**src/rtl/memcs_pkg.sv**
```systemverilog
package memcs_pkg;
    typedef enum logic [1:0] {
        ST_IDLE   = 2'd0,
        ST_SELECT = 2'd1,
        ST_HOLD   = 2'd2
    } cs_state_e;

    localparam logic [1:0] REG_LOWER    = 2'd0;
    localparam logic [1:0] REG_MID_BASE = 2'd1;
    localparam logic [1:0] REG_MID_CTRL = 2'd2;

    localparam int NUM_MID = 4;
    localparam int EXP_W   = 5;
    localparam int SEL_W   = NUM_MID + 1;
endpackage

```
**src/rtl/memcs_cfg.sv**
```systemverilog
module memcs_cfg
    import memcs_pkg::*;
#(
    parameter int ADDR_W      = 20,
    parameter int MIN_EXP     = 10,
    parameter int LOW_MAX_EXP = 19
) (
    input  logic                 clk,
    input  logic                 rst_n,
    input  logic                 wr_en,
    input  logic [1:0]           wr_idx,
    input  logic [ADDR_W-1:0]    wr_data,
    output logic                 low_en,
    output logic [EXP_W-1:0]     low_exp,
    output logic                 low_w16,
    output logic                 mid_en,
    output logic [ADDR_W-1:0]    mid_base,
    output logic [EXP_W-1:0]     mid_exp,
    output logic                 mid_coll,
    output logic [NUM_MID-1:0]   mid_w16
);
    localparam int MID_MAX_EXP = ADDR_W - 1;
    localparam int FLAG_LSB    = EXP_W + 1;

    function automatic logic [EXP_W-1:0] clamp_exp(input logic [EXP_W-1:0] v,
                                                   input int lo, input int hi);
        if (int'(v) < lo)      return EXP_W'(lo);
        else if (int'(v) > hi) return EXP_W'(hi);
        else                   return v;
    endfunction

    always_ff @(posedge clk or negedge rst_n) begin
        if (!rst_n) begin
            low_en   <= 1'b0;
            low_exp  <= EXP_W'(MIN_EXP);
            low_w16  <= 1'b0;
            mid_en   <= 1'b0;
            mid_base <= '0;
            mid_exp  <= EXP_W'(MIN_EXP);
            mid_coll <= 1'b0;
            mid_w16  <= '0;
        end else if (wr_en) begin
            unique case (wr_idx)
                REG_LOWER: begin
                    low_exp <= clamp_exp(wr_data[EXP_W-1:0], MIN_EXP, LOW_MAX_EXP);
                    low_w16 <= wr_data[EXP_W];
                    low_en  <= 1'b1;
                end
                REG_MID_BASE: mid_base <= wr_data;
                REG_MID_CTRL: begin
                    mid_exp  <= clamp_exp(wr_data[EXP_W-1:0], MIN_EXP, MID_MAX_EXP);
                    mid_coll <= wr_data[EXP_W];
                    mid_w16  <= wr_data[FLAG_LSB +: NUM_MID];
                    mid_en   <= 1'b1;
                end
                default: ;
            endcase
        end
    end
endmodule

```
**src/rtl/memcs_decode.sv**
```systemverilog
module memcs_decode
    import memcs_pkg::*;
#(
    parameter int ADDR_W = 20
) (
    input  logic [ADDR_W-1:0]   addr,
    input  logic                low_en,
    input  logic [EXP_W-1:0]    low_exp,
    input  logic                low_w16,
    input  logic                mid_en,
    input  logic [ADDR_W-1:0]   mid_base,
    input  logic [EXP_W-1:0]    mid_exp,
    input  logic                mid_coll,
    input  logic [NUM_MID-1:0]  mid_w16,
    output logic [SEL_W-1:0]    hit,
    output logic                hit_w16
);
    localparam int SUB_W = $clog2(NUM_MID);

    logic              low_hit;
    logic              mid_hit;
    logic [ADDR_W-1:0] sub_shift;
    logic [SUB_W-1:0]  sub_idx;

    always_comb begin
        low_hit   = low_en && ((addr >> low_exp) == '0);
        mid_hit   = mid_en && ((addr >> mid_exp) == (mid_base >> mid_exp));
        sub_shift = addr >> (mid_exp - EXP_W'(SUB_W));
        sub_idx   = mid_coll ? '0 : sub_shift[SUB_W-1:0];
    end

    assign hit[NUM_MID] = low_hit;

    for (genvar i = 0; i < NUM_MID; i++) begin : g_mid_sel
        assign hit[i] = mid_hit && !low_hit && (sub_idx == SUB_W'(i));
    end

    always_comb begin
        if (low_hit)      hit_w16 = low_w16;
        else if (mid_hit) hit_w16 = mid_w16[sub_idx];
        else              hit_w16 = 1'b0;
    end
endmodule

```
**src/rtl/memcs_fsm.sv**
```systemverilog
module memcs_fsm
    import memcs_pkg::*;
(
    input  logic               clk,
    input  logic               rst_n,
    input  logic               mem_strobe,
    input  logic               bus_hold,
    input  logic [SEL_W-1:0]   hit,
    input  logic               hit_w16,
    output logic               lcs_n,
    output logic [NUM_MID-1:0] mcs_n,
    output logic               width16
);
    cs_state_e        state_q, state_d;
    logic [SEL_W-1:0] hit_q;
    logic             w16_q;

    always_comb begin
        if (bus_hold)                state_d = ST_HOLD;
        else if (mem_strobe && |hit) state_d = ST_SELECT;
        else                         state_d = ST_IDLE;
    end

    always_ff @(posedge clk or negedge rst_n) begin
        if (!rst_n) begin
            state_q <= ST_IDLE;
            hit_q   <= '0;
            w16_q   <= 1'b0;
        end else begin
            state_q <= state_d;
            hit_q   <= (state_d == ST_SELECT) ? hit : '0;
            w16_q   <= (state_d == ST_SELECT) ? hit_w16 : 1'b0;
        end
    end

    always_comb begin
        unique case (state_q)
            ST_SELECT: begin
                lcs_n   = ~hit_q[NUM_MID];
                mcs_n   = ~hit_q[NUM_MID-1:0];
                width16 = w16_q;
            end
            ST_IDLE, ST_HOLD: begin
                lcs_n   = 1'b1;
                mcs_n   = '1;
                width16 = 1'b0;
            end
            default: begin
                lcs_n   = 1'b1;
                mcs_n   = '1;
                width16 = 1'b0;
            end
        endcase
    end
endmodule

```
**src/rtl/memcs_unit.sv**
```systemverilog
module memcs_unit
    import memcs_pkg::*;
#(
    parameter int ADDR_W      = 20,
    parameter int MIN_EXP     = 10,
    parameter int LOW_MAX_EXP = 19
) (
    input  logic               clk,
    input  logic               rst_n,
    input  logic               wr_en,
    input  logic [1:0]         wr_idx,
    input  logic [ADDR_W-1:0]  wr_data,
    input  logic               mem_strobe,
    input  logic               bus_hold,
    input  logic [ADDR_W-1:0]  addr,
    output logic               lcs_n,
    output logic [3:0]         mcs_n,
    output logic               width16,
    output logic [2:0]         gpio_free
);
    logic               low_en, low_w16, mid_en, mid_coll, hit_w16;
    logic [EXP_W-1:0]   low_exp, mid_exp;
    logic [ADDR_W-1:0]  mid_base;
    logic [NUM_MID-1:0] mid_w16;
    logic [SEL_W-1:0]   hit;

    memcs_cfg #(.ADDR_W(ADDR_W), .MIN_EXP(MIN_EXP), .LOW_MAX_EXP(LOW_MAX_EXP)) cfg_i (
        .clk(clk), .rst_n(rst_n), .wr_en(wr_en), .wr_idx(wr_idx), .wr_data(wr_data),
        .low_en(low_en), .low_exp(low_exp), .low_w16(low_w16),
        .mid_en(mid_en), .mid_base(mid_base), .mid_exp(mid_exp),
        .mid_coll(mid_coll), .mid_w16(mid_w16)
    );

    memcs_decode #(.ADDR_W(ADDR_W)) dec_i (
        .addr(addr), .low_en(low_en), .low_exp(low_exp), .low_w16(low_w16),
        .mid_en(mid_en), .mid_base(mid_base), .mid_exp(mid_exp),
        .mid_coll(mid_coll), .mid_w16(mid_w16), .hit(hit), .hit_w16(hit_w16)
    );

    memcs_fsm fsm_i (
        .clk(clk), .rst_n(rst_n), .mem_strobe(mem_strobe), .bus_hold(bus_hold),
        .hit(hit), .hit_w16(hit_w16),
        .lcs_n(lcs_n), .mcs_n(mcs_n), .width16(width16)
    );

    assign gpio_free = {3{mid_coll}};
endmodule

```
**config.mk**
```make
export PLATFORM = sky130hd
export DESIGN_NAME = memcs_unit
export DESIGN_NICKNAME = d
export VERILOG_FILES = /design/src/rtl/memcs_pkg.sv /design/src/rtl/memcs_cfg.sv /design/src/rtl/memcs_decode.sv /design/src/rtl/memcs_fsm.sv /design/src/rtl/memcs_unit.sv
export SDC_FILE = /design/constraint.sdc
export NUM_CORES = 1
export LEC_CHECK = 0
export BUFFER_PORTS_ARGS = -buffer_cell sky130_fd_sc_hd__buf_2
export CELL_PAD_IN_SITES_DETAIL_PLACEMENT = 0
export CELL_PAD_IN_SITES_GLOBAL_PLACEMENT = 1
export CORE_UTILIZATION = 41
export DETAILED_ROUTE_END_ITERATION = 10
export GPL_ROUTABILITY_DRIVEN = 0
export PLACE_DENSITY = 0.74
export SLEW_MARGIN = 20
export SYNTH_ARGS = -nofsm -noshare
export SYNTH_HDL_FRONTEND = slang
export SYNTH_HIERARCHICAL = 1
export SYNTH_SLANG_ARGS = --single-unit
export TNS_END_PERCENT = 30
```
**constraint.sdc**
```tcl
create_clock -name clk -period 3.5 [get_ports clk]
set_input_delay 0.525 -clock clk [delete_from_list [all_inputs] [get_ports clk]]
set_output_delay 0.525 -clock clk [all_outputs]
set_load 0.05 [all_outputs]
```
==> impl_summary.log <==
[metrics] antenna cell count: 0
[metrics] Port Buf Inserts: 55
[metrics] worst-case setup slack after placement: 299 ps
[metrics] sequential element share of the synthesized area: 31.6%
[metrics] Chip Height: 96.4 um
[metrics] WP buf/inv: 2
[metrics] main flop type after synthesis: sky130_fd_sc_hd__dfrtp_1
[metrics] CP Class: reg2reg
[metrics] Synthesized Nets: 405
[metrics] CTS tree: built
[metrics] met2 wire length: 4.84 mm
[metrics] Min Clock Period, post-route: 3260 ps
[metrics] Worst Path Max Fanout: 9
[metrics] Commonest cells post-synth: sky130_fd_sc_hd__dfrtp_1, sky130_fd_sc_hd__mux2_2, sky130_fd_sc_hd__nand2_1, sky130_fd_sc_hd__mux2i_1, sky130_fd_sc_hd__o21ai_0
[metrics] number of enable flip-flop cells after synthesis: 0
[metrics] Root Driver: sky130_fd_sc_hd__clkbuf_8
[metrics] setup ws final: 244 ps
[metrics] Yosys warning total: 6
[metrics] Arr. time, crit path: 3460 ps
[metrics] average via count per standard cell: 5.95
[metrics] clock slew seen by the registers of the worst setup and hold paths: 100 ps
[metrics] unrepaired setup endpoints after global routing: no
[metrics] Sinks on Clock Net: 46
[metrics] skew final: 8.35 ps
[metrics] via count of the first global-routing pass: 2998
[metrics] floorplan row count: 34
[metrics] Pwr Density: 483 mW/mm^2
[metrics] total number of H-tree levels: 2
[metrics] Yosys reg bits: 46
[metrics] Setup TNS: 0 ps
[metrics] gr ovfl total: 0
[metrics] Worst setup EP type: flop
[metrics] highest metal layer with signal wires: met4
[metrics] wire length on met1: 4.36 mm
[metrics] Top-Level Pins: 56
[metrics] Synth top area share: 28.8%
[metrics] Syn Std Cell Area: 0.00365 mm^2
[metrics] number of antenna violations at the first check in global routing: 0
[metrics] final hold violations: 0
[metrics] master of the slowest instance on the critical path: sky130_fd_sc_hd__dfstp_2
[metrics] Die Wd: 96.4 um
[metrics] initial standard-cell utilization of the core: 42.1%
[metrics] routed length per placed instance: 19.0 um
[metrics] worst supply voltage drop on vdd: 199 uV
[metrics] most common cell in the synthesized netlist: sky130_fd_sc_hd__dfrtp_1
[metrics] first-pass GRT wire length: 15.7 mm
[metrics] total chip power: 2.01 mW
[metrics] total global-route track usage: 22.7%
[metrics] Routed Wire Length: 9.97 mm
[metrics] stage delay of the slowest cell on the critical path: 580 ps
[metrics] highest attainable clock frequency: 307 MHz
[metrics] placed wire-length estimate after detailed placement: 7.64 mm
[metrics] max-cap violations: 0
[metrics] Setup-failing EPs final: 0
[metrics] final critical-path share of the clock period: 93.0%
[metrics] post-route ant nets: 0
[metrics] largest area contributor in the synthesized netlist: sky130_fd_sc_hd__dfrtp_1
[metrics] outcome: finished, final reports clean
[metrics] Leak: 1.75 nW
[metrics] Worst Tran Pin Value: 1060 ps
[metrics] final count of pins violating max slew: 0
[metrics] worst min-delay path class: in2async
[metrics] average cell area after synthesis: 10.2 um^2
[metrics] Distinct cells, synth: 64
[metrics] Skew-Pair Late Insertion Delay: 310 ps
[metrics] synth top area cells: sky130_fd_sc_hd__dfrtp_1, sky130_fd_sc_hd__mux2_2, sky130_fd_sc_hd__mux4_2, sky130_fd_sc_hd__mux2i_1, sky130_fd_sc_hd__nand2_1
[metrics] hold buffer count at CTS: 0
[metrics] share of cells above drive strength 1: 35.2%
[metrics] pin count of the biggest net entering global routing: 38
[metrics] number of nets in the layout: 465
[metrics] nature of the critical path startpoint: flop
[metrics] async set-or-reset flop fraction in the synthesized netlist: 100%
[metrics] critical path, cell by cell: inv_1, ha_1, buf_4, mux2i_1, a22oi_1, a32oi_1, a21oi_1, nor4b_1, or4_4, o211a_1
[metrics] remaining routing DRC violations: 0
[metrics] post-synthesis to final-layout area growth: 14.1%
[metrics] vias: 3128
[metrics] Largest delay share family, worst path: compound AO/OA/AOI/OAI gates
[metrics] violation count after the first detailed-route iteration: 265
[metrics] number of clock buffers inserted by TritonCTS: 5
[metrics] number of iterations in the first detailed-routing pass: 4
[metrics] worst relative slew slack: 29.4%
[metrics] count of mapped cells out of synthesis: 357
[metrics] data required time at the worst endpoint: 3700 ps
[metrics] CORE AREA: 0.00868 mm^2
[metrics] Max Buffers Root-to-Sink: 2
[metrics] Die Footprint: 0.00929 mm^2
[metrics] met3 wirelength from detailed routing: 511 um
-- routing by layer --
layer | up-vias | GRT usage, %
li1 | 1467 | -
met1 | 1534 | 30.4
met2 | 106 | 37.5
met3 | 21 | 2.66
met4 | 0 | 9.07
met5 | - | 0
-- cells by family (layout without fill, tap and decap cells) --
kind of cell             Yosys count  after routing  synth area share [%]
adder cells (fa/ha/maj)            1              1                 0.342
buffers and inverters             31             92                  5.03
flip-flops                        46             46                  31.6
XOR/XNOR                          25             25                  6.20
AND/OR/NAND/NOR                  103            103                  15.1
AO/OA/AOI/OAI                     79             79                  15.8
multiplexers                      72             72                  25.9
-- layout by cell type, fill, tap and decap left out, types with 4 or more instances in the layout --
master                     count
sky130_fd_sc_hd__mux2_2       33
sky130_fd_sc_hd__nand3_1       8
sky130_fd_sc_hd__xnor2_1      14
sky130_fd_sc_hd__nor2_1        9
sky130_fd_sc_hd__nand4_1       5
sky130_fd_sc_hd__mux4_2       13
sky130_fd_sc_hd__inv_1         8
sky130_fd_sc_hd__nor3_1        8
sky130_fd_sc_hd__o211ai_1      4
sky130_fd_sc_hd__and2_1        5
sky130_fd_sc_hd__xor2_1       10
sky130_fd_sc_hd__mux2i_1      23
sky130_fd_sc_hd__a22oi_1       5
sky130_fd_sc_hd__a21oi_1      10
sky130_fd_sc_hd__o21ai_0      16
sky130_fd_sc_hd__nor2b_1      10
sky130_fd_sc_hd__clkbuf_8      5
sky130_fd_sc_hd__nand3b_1      5
sky130_fd_sc_hd__nand2b_1      4
sky130_fd_sc_hd__dfrtp_1      41
sky130_fd_sc_hd__nand2_1      33
sky130_fd_sc_hd__buf_4        19
sky130_fd_sc_hd__o21a_1        6
sky130_fd_sc_hd__buf_2        55
sky130_fd_sc_hd__a22o_1        5
sky130_fd_sc_hd__dfstp_2       4
sky130_fd_sc_hd__a211oi_1      6
-- per-stage QoR --
stage	std cells	area [um^2]	util, %	hold slack, ps
floorplan	357	3650	-	229
global placement	512	4030	46.5	471
detailed placement	512	4030	46.5	483
CTS	520	4120	47.5	335
global route	526	4170	48.0	334
finish	526	4170	48.0	325
-- layout make-up --
class                   instances  area [um^2]
well taps                     108          135
flip-flops and latches         46         1160
inverters                       9         33.8
repair buffers                 75          438
multi-input cells             280         2320
clock buffers                   6         72.6
fillers                       867         4510
clock inverters                 2         13.8
-- what timing repair did --
item / 4_1_cts / 5_1_grt
buffers inserted: 0 / 6
endpoints found under the setup margin: 0 / 1
gates resized for setup: 0 / 1
endpoints found under the hold margin: 0 / 0
-- sequential cells by signal (all words and copies together), names as in the netlist, 2 cells and up --
signal / count
cfg_i/mid_base: 20
cfg_i/low_exp: 5
cfg_i/mid_w16: 4
cfg_i/mid_exp: 5
fsm_i/state_q: 2
fsm_i/hit_q: 5
-- where the power goes --
| group | total [mW] | internal [mW] | leakage, nW | switching (mW) |
|---|---|---|---|---|
| registers | 0.719 | 0.617 | 0.550 | 0.102 |
| clock network | 0.343 | 0.142 | 0.0452 | 0.201 |
| logic | 0.953 | 0.462 | 1.15 | 0.491 |
-- final timing paths --
check	startpoint	to	slack (ps)	cells past startpoint
max in group asynchronous	rst_n	cfg_i/mid_exp[3]	2430	2
max	cfg_i/mid_exp[1]	fsm_i/w16_q	240	10
max reg2reg	cfg_i/mid_exp[1]	fsm_i/w16_q	240	10
min	rst_n	cfg_i/mid_base[15]	330	1
min in group clk	bus_hold	fsm_i/state_q[1]	340	1
min reg2reg	cfg_i/low_en	cfg_i/low_en	490	1
No activity file was read; power rests on OpenSTA's default activity.
